--- config.mk ---
export PLATFORM = sky130hd
export DESIGN_NAME = ring_fwd_arb
export DESIGN_NICKNAME = d
export VERILOG_FILES = /design/src/rtl/ring_arb_pkg.sv /design/src/rtl/ring_path_sel.sv /design/src/rtl/ring_err_flag.sv /design/src/rtl/ring_fwd_arb.sv
export SDC_FILE = /design/constraint.sdc
export NUM_CORES = 1
export LEC_CHECK = 0
export BUFFER_PORTS_ARGS = -buffer_cell sky130_fd_sc_hd__buf_2
export CAP_MARGIN = 20
export CORE_AREA = 2 2 60 62
export DETAILED_ROUTE_END_ITERATION = 6
export DIE_AREA = 0 0 62 64
export GPL_ROUTABILITY_DRIVEN = 1
export MAX_ROUTING_LAYER = met4
export PLACE_DENSITY = 0.84
export SYNTH_ARGS = -nofsm -noshare
export SYNTH_HDL_FRONTEND = slang
export SYNTH_SLANG_ARGS = --single-unit
--- constraint.sdc ---
create_clock -name clk -period 3.6 [get_ports clk]
set_clock_uncertainty 0.05 [all_clocks]
set_input_delay 0.36 -clock clk [delete_from_list [all_inputs] [get_ports clk]]
set_output_delay 0.36 -clock clk [all_outputs]
set_load 0.05 [all_outputs]
--- src/rtl/ring_arb_pkg.sv ---
package ring_arb_pkg;
  typedef enum logic [1:0] {
    P_IDLE = 2'd0,
    P_FWD  = 2'd1,
    P_DROP = 2'd2,
    P_INS  = 2'd3
  } path_e;
endpackage

--- src/rtl/ring_path_sel.sv ---
module ring_path_sel
  import ring_arb_pkg::*;
#(
  parameter int ID_W = 4
) (
  input  logic              clk,
  input  logic              rst_n,
  input  logic [ID_W-1:0]   node_id,
  input  logic              rx_valid,
  input  logic [2*ID_W-1:0] rx_hdr,
  input  logic              rx_err,
  input  logic              rx_eop,
  input  logic              loc_valid,
  input  logic              loc_eop,
  input  logic              tx_ready,
  output path_e             cur_path,
  output logic              at_boundary,
  output logic              to_me,
  output logic              err_evt
);
  localparam int HDR_W = 2 * ID_W;

  function automatic logic [ID_W-1:0] hdr_src(input logic [HDR_W-1:0] h);
    return h[ID_W-1:0];
  endfunction

  function automatic logic [ID_W-1:0] hdr_dst(input logic [HDR_W-1:0] h);
    return h[HDR_W-1:ID_W];
  endfunction

  path_e lock_q, decide;
  logic  to_me_q, word_done, last_word;

  assign at_boundary = (lock_q == P_IDLE);

  always_comb begin
    if (rx_valid) begin
      if (rx_err || hdr_src(rx_hdr) == node_id) decide = P_DROP;
      else                                      decide = P_FWD;
    end else if (loc_valid) begin
      decide = P_INS;
    end else begin
      decide = P_IDLE;
    end
  end

  assign cur_path = at_boundary ? decide : lock_q;
  assign to_me    = at_boundary ? (hdr_dst(rx_hdr) == node_id) : to_me_q;
  assign err_evt  = at_boundary && rx_valid && rx_err;

  always_comb begin
    case (cur_path)
      P_FWD:   begin word_done = rx_valid && tx_ready;  last_word = rx_eop;  end
      P_DROP:  begin word_done = rx_valid;              last_word = rx_eop;  end
      P_INS:   begin word_done = loc_valid && tx_ready; last_word = loc_eop; end
      default: begin word_done = 1'b0;                  last_word = 1'b0;    end
    endcase
  end

  always_ff @(posedge clk or negedge rst_n) begin
    if (!rst_n) begin
      lock_q  <= P_IDLE;
      to_me_q <= 1'b0;
    end else begin
      lock_q <= (word_done && last_word) ? P_IDLE : cur_path;
      if (at_boundary) to_me_q <= to_me;
    end
  end
endmodule

--- src/rtl/ring_err_flag.sv ---
module ring_err_flag (
  input  logic clk,
  input  logic rst_n,
  input  logic set_evt,
  input  logic clr_pulse,
  input  logic irq_en,
  output logic pend,
  output logic irq
);
  always_ff @(posedge clk or negedge rst_n) begin
    if (!rst_n)         pend <= 1'b0;
    else if (set_evt)   pend <= 1'b1;
    else if (clr_pulse) pend <= 1'b0;
  end

  assign irq = pend && irq_en;
endmodule

--- src/rtl/ring_fwd_arb.sv ---
module ring_fwd_arb
  import ring_arb_pkg::*;
#(
  parameter int ID_W   = 4,
  parameter int DATA_W = 32
) (
  input  logic              clk,
  input  logic              rst_n,
  input  logic [ID_W-1:0]   node_id,
  input  logic              irq_en,
  input  logic              err_clr,
  input  logic              rx_valid,
  output logic              rx_ready,
  input  logic [DATA_W-1:0] rx_data,
  input  logic              rx_sop,
  input  logic              rx_eop,
  input  logic              rx_err,
  input  logic              loc_valid,
  output logic              loc_ready,
  input  logic [DATA_W-1:0] loc_data,
  input  logic              loc_sop,
  input  logic              loc_eop,
  output logic              tx_valid,
  input  logic              tx_ready,
  output logic [DATA_W-1:0] tx_data,
  output logic              tx_sop,
  output logic              tx_eop,
  output logic              dlv_valid,
  output logic [DATA_W-1:0] dlv_data,
  output logic              dlv_sop,
  output logic              dlv_eop,
  output logic              err_pend,
  output logic              err_irq
);
  localparam int HDR_W = 2 * ID_W;

  path_e cur_path;
  logic  at_boundary, to_me, err_evt, fwd_xfer;

  ring_path_sel #(.ID_W(ID_W)) i_sel (
    .clk(clk), .rst_n(rst_n), .node_id(node_id),
    .rx_valid(rx_valid), .rx_hdr(rx_data[HDR_W-1:0]), .rx_err(rx_err),
    .rx_eop(rx_eop), .loc_valid(loc_valid), .loc_eop(loc_eop),
    .tx_ready(tx_ready), .cur_path(cur_path), .at_boundary(at_boundary),
    .to_me(to_me), .err_evt(err_evt)
  );

  ring_err_flag i_err (
    .clk(clk), .rst_n(rst_n), .set_evt(err_evt), .clr_pulse(err_clr),
    .irq_en(irq_en), .pend(err_pend), .irq(err_irq)
  );

  always_comb begin
    rx_ready  = 1'b0;
    loc_ready = 1'b0;
    tx_valid  = 1'b0;
    tx_data   = rx_data;
    tx_sop    = rx_sop;
    tx_eop    = rx_eop;
    case (cur_path)
      P_FWD: begin
        rx_ready = tx_ready;
        tx_valid = rx_valid;
      end
      P_DROP: rx_ready = 1'b1;
      P_INS: begin
        loc_ready = tx_ready;
        tx_valid  = loc_valid;
        tx_data   = loc_data;
        tx_sop    = loc_sop;
        tx_eop    = loc_eop;
      end
      default: ;
    endcase
  end

  assign fwd_xfer  = (cur_path == P_FWD) && rx_valid && tx_ready;
  assign dlv_valid = fwd_xfer && to_me;
  assign dlv_data  = rx_data;
  assign dlv_sop   = rx_sop;
  assign dlv_eop   = rx_eop;
endmodule

==> out/metrics.csv, run 1 <==
stage;metric;value;unit
placement;io_buffers;153;
timing;fin_setup_tns;0;ns
clock_tree;cts_buffers;3;
clock_tree;post_cts_buffers;0;
synthesis;synth_nets;202;
placement;dpl_worst_slack;0.465;ns
synthesis;synthArstFlopShare;100;%
detailed_routing;avgRoutedWirePerCell;11.2;um
detailed_routing;drt_iter0_drc;19;
floorplanning;fp.coreArea;3280;sq um
setup_path;cp_cell_sequence;or3b_1 > a41oi_2 > a211oi_1 > inv_1 > ha_2 > mux2_1 > buf_2;
synthesis;synth_top_cell_by_area;mux2_1;
timing;worst_pin_slew;0.841;ns
layout;stdcell_area;1650;sq um
timing;setup_violations;0;
floorplanning;rows;21;
power_and_ir_drop;p_leak;0.929;nW
detailed_routing;drt-total-wl;3160;um
detailed_routing;routed_via_density;4.35;
detailed_routing;vias;1231;
layout;area_delta_synth_final;54.5;%
global_routing;grt.overflow.total;0;
placement;gp_congestion;0.778;
setup_path;arrival;2.83;ns
global_routing;grt_first_pass_wirelength;4570;um
setup_path;setup.worst_path.end_class;output pin;
clock_tree;cts.sinks;4;
clock_tree;cts_tree;done;
clock_tree;htree_levels;1;
floorplanning;io_pins;154;
layout;nets;323;
setup_path;critPathMaxStageDelay;0.75;ns
timing;fin_crit_sh;90.1;%
clock_tree;clock_latency;0.23;ns
power_and_ir_drop;clkPwrFrac;3.6;%
floorplanning;dieWidth;62;um
timing;fin_ws;0.356;ns
synthesis;synthesis.area;1070;sq um
floorplanning;start_util;32.6;%
layout;antenna_cells;0;
synthesis;yosys_warnings;0;
timing;slew_violations;0;
power_and_ir_drop;p_sw;1.04;mW
power_and_ir_drop;p_int;477;uW
synthesis;syn_area_per_cell;9.07;sq um
placement;post-dp-hpwl;2800;um
power_and_ir_drop;p_sw_share;68.6;%
timing;hold_viol;0;
power_and_ir_drop;p_seq_share;5.3;%
synthesis;netlist_instances;118;
power_and_ir_drop;power.total;1.52;mW
clock_tree;cts_resized;0;
synthesis;synthTopCellsByArea;mux2_1 34%, buf_4 24%, dfrtp_1 9.4%;
worst_hold_path;hold_path_class;primary input to flop;
setup_path;path_class;flop to output pin;
detailed_routing;ant_nets;0;
power_and_ir_drop;combPwrFrac;91.2;%
setup_path;cp-start-kind;flop;
timing;layout_min_cycle_time;3.24;ns
global_routing;grt_max_degree;39;
power_and_ir_drop;powerDensity;920;nW/um^2
detailed_routing;drc;0;
setup_path;cp_max_fo;38;
outcome;status;finished clean;
timing;rsz0062_at_grt;no;
clock_tree;cts_root_buffer;clkbuf_4;
synthesis;synth_cell_types;28;
timing;whs;0.260;ns
placement;place_area;1620;sq um
setup_path;crit_required;3.19;ns
power_and_ir_drop;vdd_drop_max;0.000634;V
synthesis;synth-seq-cells;4;
clock_tree;clockBufferDepth;2;
detailed_routing;first_pass_iters;4;
synthesis;synth_edf_count;0;
clock_tree;hold_buffers;1;
clock_tree;clk_pin_slew_worst_paths;0.04;ns
synthesis;dominantRegCellSynth;dfrtp_1;
global_routing;grt_pass1_vias;1080;
floorplanning;dieArea;3970;sq um
synthesis;yosys-top-cells-count;34 x buf_4, 32 x mux2_1, 8 x xnor2_1;
synthesis;synth.most_common_cell;buf_4;
floorplanning;die_h;64;um
run;maxCapViolations;0;
timing;max_freq;308;MHz
layout;drive_above_1_share;69.2;%
synthesis;synth_top_area_share;33.7;%
global_routing;track_usage;15.1;%
setup_path;slowest_stage;ha_2;
global_routing;antenna_found_initial;0;
synthesis;seq_area_frac_synth;9.36;%
timing;slew_headroom;43.9;%
## placed cells by master (no fill, tap or decap), drive strengths merged
master         n
a211oi         1
a21oi          1
a221oi         1
a22o           1
a41oi          1
and2           2
and3b          1
and4           1
buf          153
clkbuf         3
dfrtp          4
dlygate4sd3    1
ha             4
inv            4
mux2          33
nand2          3
nand4          1
nand4bb        1
nor2           5
nor2b          1
o21ai          4
o21bai         1
o31ai          1
or3b           1
xnor2          8
## flip-flops by register name, indices dropped and copies added (netlist names)
| signal | flops |
|---|---|
| i_sel.to_me_q | 1 |
| i_sel.lock_q | 2 |
| i_err.pend | 1 |
## final timing paths
| kind | slack, ns | to | start | cells after the start |
|---|---|---|---|---|
| min in group asynchronous | 0.43 | i_sel.lock_q[1] | rst_n | 2 |
| setup reg to reg | 0.73 | i_sel.lock_q[0] | i_sel.lock_q[1] | 9 |
| setup / recovery | 0.36 | tx_data[1] | i_sel.lock_q[1] | 7 |
| max in group asynchronous | 2.94 | i_sel.to_me_q | rst_n | 2 |
| hold / removal | 0.26 | i_err.pend | err_clr | 2 |
| hold reg to reg | 0.47 | i_err.pend | i_err.pend | 2 |
## cell type report
class,count,area [sq um]
tap,46,57.6
multi-input combinational,72,682
inverter,4,15.0
fill,315,1630
clock buffer,3,22.5
timing repair buffer,154,776
sequential,4,100
## critical path, delay by kind of cell, from the launching register on
family                     cells  cell delay (ns)
adders and majority gates      1             0.75
DFF                            1             0.42
muxes                          1             0.40
and+or+nand+nor                1             0.38
buffers and inverters          2             0.34
AOI/OAI and AO/OA              2             0.30
## routing by layer
layer	vias to the layer above	global-route usage [%]	part of all wire, %
met5	-	-	0
met4	0	3.19	0
met3	0	2.43	11
met2	82	27.5	51
met1	533	16.5	38
li1	616	-	-
## power groups by stage
stage | Combinational, mW | Clock, mW | Sequential [mW]
floorplan | 1.15 | 0 | 0.0837
global placement | 1.39 | 0 | 0.0786
detailed placement | 1.39 | 0 | 0.0806
CTS | 1.40 | 0.0576 | 0.0803
global route | 1.47 | 0.0595 | 0.0832
finish | 1.39 | 0.0544 | 0.0800
## metrics by stage
| stage | util, % | instances |
|---|---|---|
| 2_1_floorplan | - | 118 |
| 3_3_place_gp | 49.3 | 279 |
| 3_5_place_dp | 49.3 | 279 |
| 4_1_cts | 50.3 | 283 |
| 5_1_grt | 50.3 | 283 |
| 6_report | 50.3 | 283 |
## logic make-up (layout without fill, tap and decap cells)
family / Yosys count / count (layout) / synth area share (%)
compound gates: 11 / 11 / 8.66
xor+xnor: 8 / 8 / 6.55
fa+ha+maj: 4 / 4 / 4.68
buf+inv: 42 / 161 / 27.1
flops: 4 / 4 / 9.36
mux: 33 / 33 / 34.7
simple gates: 16 / 16 / 8.89
Power figures use the tool's default switching activity.
==> run 2, diff against run 1 <==
--- a/config.mk
+++ b/config.mk
@@ -8,6 +8,7 @@
 export BUFFER_PORTS_ARGS = -buffer_cell sky130_fd_sc_hd__buf_2
 export CAP_MARGIN = 20
 export CORE_AREA = 2 2 60 62
+export CTS_BUF_LIST = sky130_fd_sc_hd__clkbuf_8
 export DETAILED_ROUTE_END_ITERATION = 6
 export DIE_AREA = 0 0 62 64
 export GPL_ROUTABILITY_DRIVEN = 1
==> run 2 against run 1 <==
  * Global-route usage rose by 0.37 points
  * Cell count is the same
  * First-iteration DRC count is 11% higher
  * Fmax up 0.22%
  * Clock power increased by 75%
  * Critical path type unchanged
  * Largest cell class unchanged
  * Largest power group unchanged
==> out/metrics.csv, run 2 (same netlist as run 1, synthesis figures left out) <==
stage;metric;value;unit;change
outcome;status;finished clean;;
timing;slew_headroom;43.6;%;-0.32 points
timing;rsz0062_at_grt;no;;
setup_path;rr_worst_depth;9;;unchanged
setup_path;critPathTopFamily;adder cells;;
run;maxCapViolations;0;;unchanged
global_routing;grt_pass1_vias;1078;;-0.19%
layout;fill_cells;312;;-0.95%
detailed_routing;first_pass_iters;4;;unchanged
setup_path;path_class;flop to output pin;;
worst_hold_path;worstHoldStart;err_clr;;
power_and_ir_drop;combPwrFrac;88.8;%;-2.4 points
timing;fin_crit_sh;89.9;%;-0.20 points
setup_path;crit_required;3.19;ns;about the same
placement;gp_congestion;0.778;;unchanged
clock_tree;clock_latency;0.22;ns;about the same
timing;hold_viol;0;;unchanged
setup_path;cp_max_fo;38;;unchanged
layout;largest_reg_flops;2;;unchanged
layout;nets;323;;unchanged
global_routing;grt_first_pass_wirelength;4630;um;+1.2%
layout;layout_common_cells;153 x buf_2, 32 x mux2_1, 8 x xnor2_1;;
global_routing;antenna_found_initial;0;;unchanged
setup_path;critPathMaxStageDelay;0.75;ns;about the same
setup_path;rr_endpoint;i_sel.lock_q[0];;
floorplanning;die_h;64;um;unchanged
floorplanning;dieWidth;62;um;unchanged
timing;worst_pin_slew;0.846;ns;+0.00473 ns
floorplanning;dieArea;3970;sq um;unchanged
worst_hold_path;min_to;i_err.pend;;
layout;regMostFlops;i_sel.lock_q;;
power_and_ir_drop;clkPwrFrac;6.1;%;+2.5 points
detailed_routing;drc;0;;unchanged
clock_tree;cts_tree;done;;
detailed_routing;ant_nets;0;;unchanged
setup_path;slowest_stage;ha_2;;
power_and_ir_drop;vdd_drop_max;0.000636;V;+0.41%
detailed_routing;avgRoutedWirePerCell;11.3;um;+1.2%
power_and_ir_drop;p_sw;1.05;mW;+0.73%
layout;top_regs;i_sel.lock_q: 2 flops, i_err.pend: 1 flops, i_sel.to_me_q: 1 flops;;
power_and_ir_drop;p_leak;0.937;nW;+0.84%
layout;layout_commonest_cell;buf_2;;
floorplanning;start_util;32.6;%;unchanged
floorplanning;io_pins;154;;unchanged
power_and_ir_drop;powerDensity;935;nW/um^2;+1.6%
detailed_routing;drt-total-wl;3200;um;+1.2%
global_routing;grt_max_degree;39;;unchanged
power_and_ir_drop;p_int;511;uW;+7.2%
power_and_ir_drop;power.total;1.56;mW;+2.8%
detailed_routing;routed_via_density;4.37;;+0.57%
clock_tree;cts_root_buffer;clkbuf_8;;
global_routing;track_usage;15.4;%;+0.37 points
worst_hold_path;hold_path_class;primary input to flop;;
power_and_ir_drop;p_seq_share;5.1;%;-0.2 points
timing;fin_setup_tns;0;ns;unchanged
clock_tree;htree_levels;1;;unchanged
setup_path;r2r_start;i_sel.lock_q[1];;
setup_path;cp_cell_sequence;or3b_1 > a41oi_2 > a211oi_1 > inv_1 > ha_2 > mux2_1 > buf_2;;
setup_path;crit_buf_inv;2;;unchanged
setup_path;arrival;2.83;ns;about the same
clock_tree;cts_buffers;3;;unchanged
timing;slew_violations;0;;unchanged
layout;multi_input_area;682;sq um;unchanged
detailed_routing;drt_iter0_drc;21;;+2
timing;max_freq;309;MHz;+0.22%
global_routing;grt.overflow.total;0;;unchanged
floorplanning;fp.coreArea;3280;sq um;unchanged
layout;area_delta_synth_final;56.3;%;
power_and_ir_drop;p_sw_share;67.3;%;-1.4 points
clock_tree;cts.sinks;4;;unchanged
timing;setup_violations;0;;unchanged
placement;post-dp-hpwl;2800;um;unchanged
layout;antenna_cells;0;;unchanged
setup_path;setup.worst_path.end_class;output pin;;
layout;drive_above_1_share;69.2;%;unchanged
clock_tree;clockBufferDepth;2;;unchanged
worst_hold_path;min_path_cells;2;;unchanged
setup_path;cp-start-kind;flop;;
placement;io_buffers;153;;unchanged
clock_tree;cts_resized;0;;unchanged
clock_tree;clk_pin_slew_worst_paths;0.03;ns;about the same
layout;seqCellArea;100;sq um;unchanged
floorplanning;rows;21;;unchanged
detailed_routing;vias;1238;;+0.57%
setup_path;r2r_slack;0.73;ns;about the same
timing;layout_min_cycle_time;3.24;ns;-0.00723 ns
## run 2: cell counts in the layout (fill, tap and decap cells not counted)
Identical to the previous run, type by type.
## run 2: metrics by stage
| step | std cells | hold slack, ns | setup WS (ns) | utilization, % | cell area [sq um] |
|---|---|---|---|---|---|
| floorplan | 118 | 0.0144 | 0.730 | - | 1070 |
| CTS | 283 | 0.272 | 0.319 | 50.9 | 1670 |
| global placement | 279 | 0.112 | 0.509 | 49.3 | 1620 |
| global route | 283 | 0.307 | 0.129 | 50.9 | 1670 |
| finish | 283 | 0.270 | 0.363 | 50.9 | 1670 |
| detailed placement | 279 | 0.121 | 0.465 | 49.3 | 1620 |
## run 2: what timing repair did
action | 4_1_cts | 5_1_grt
buffers inserted | 0 | 0
hold buffers | 1 | 0
hold endpoints to repair | 4 | 0
## run 2: cell type report
| class | instances | share of cell area (%) |
|---|---|---|
| Timing Repair Buffer | 154 | 46.4 |
| Multi-Input combinational cell | 72 | 40.8 |
| Sequential cell | 4 | 5.99 |
| Tap cell | 46 | 3.44 |
| Clock buffer | 3 | 2.47 |
| Inverter | 4 | 0.898 |
## run 2: power by group through the flow
stage	Combinational [mW]	Sequential, mW	Clock [mW]
floorplan	1.15	0.0837	0
global placement	1.39	0.0786	0
detailed placement	1.39	0.0806	0
CTS	1.40	0.0804	0.0979
global route	1.47	0.0833	0.102
finish	1.39	0.0802	0.0951
## run 2: how the worst max path moves through the flow
stage,to,cells past startpoint,slack (ns),start
2_1_floorplan,tx_eop,8,0.73,rx_data[2]
3_3_place_gp,tx_data[1],8,0.51,rx_data[1]
3_5_place_dp,tx_data[1],8,0.47,rx_data[1]
4_1_cts,tx_data[1],7,0.32,i_sel.lock_q[1]
5_1_grt,tx_data[1],7,0.13,i_sel.lock_q[1]
6_report,tx_data[1],7,0.36,i_sel.lock_q[1]
## run 2: metal layers
layer / global-route usage [%] / vias up / share of wire (%)
li1: - / 615 / -
met1: 16.9 / 535 / 38
met2: 27.5 / 85 / 50
met3: 2.43 / 3 / 12
met4: 4.79 / 0 / 0.75
met5: - / - / 0
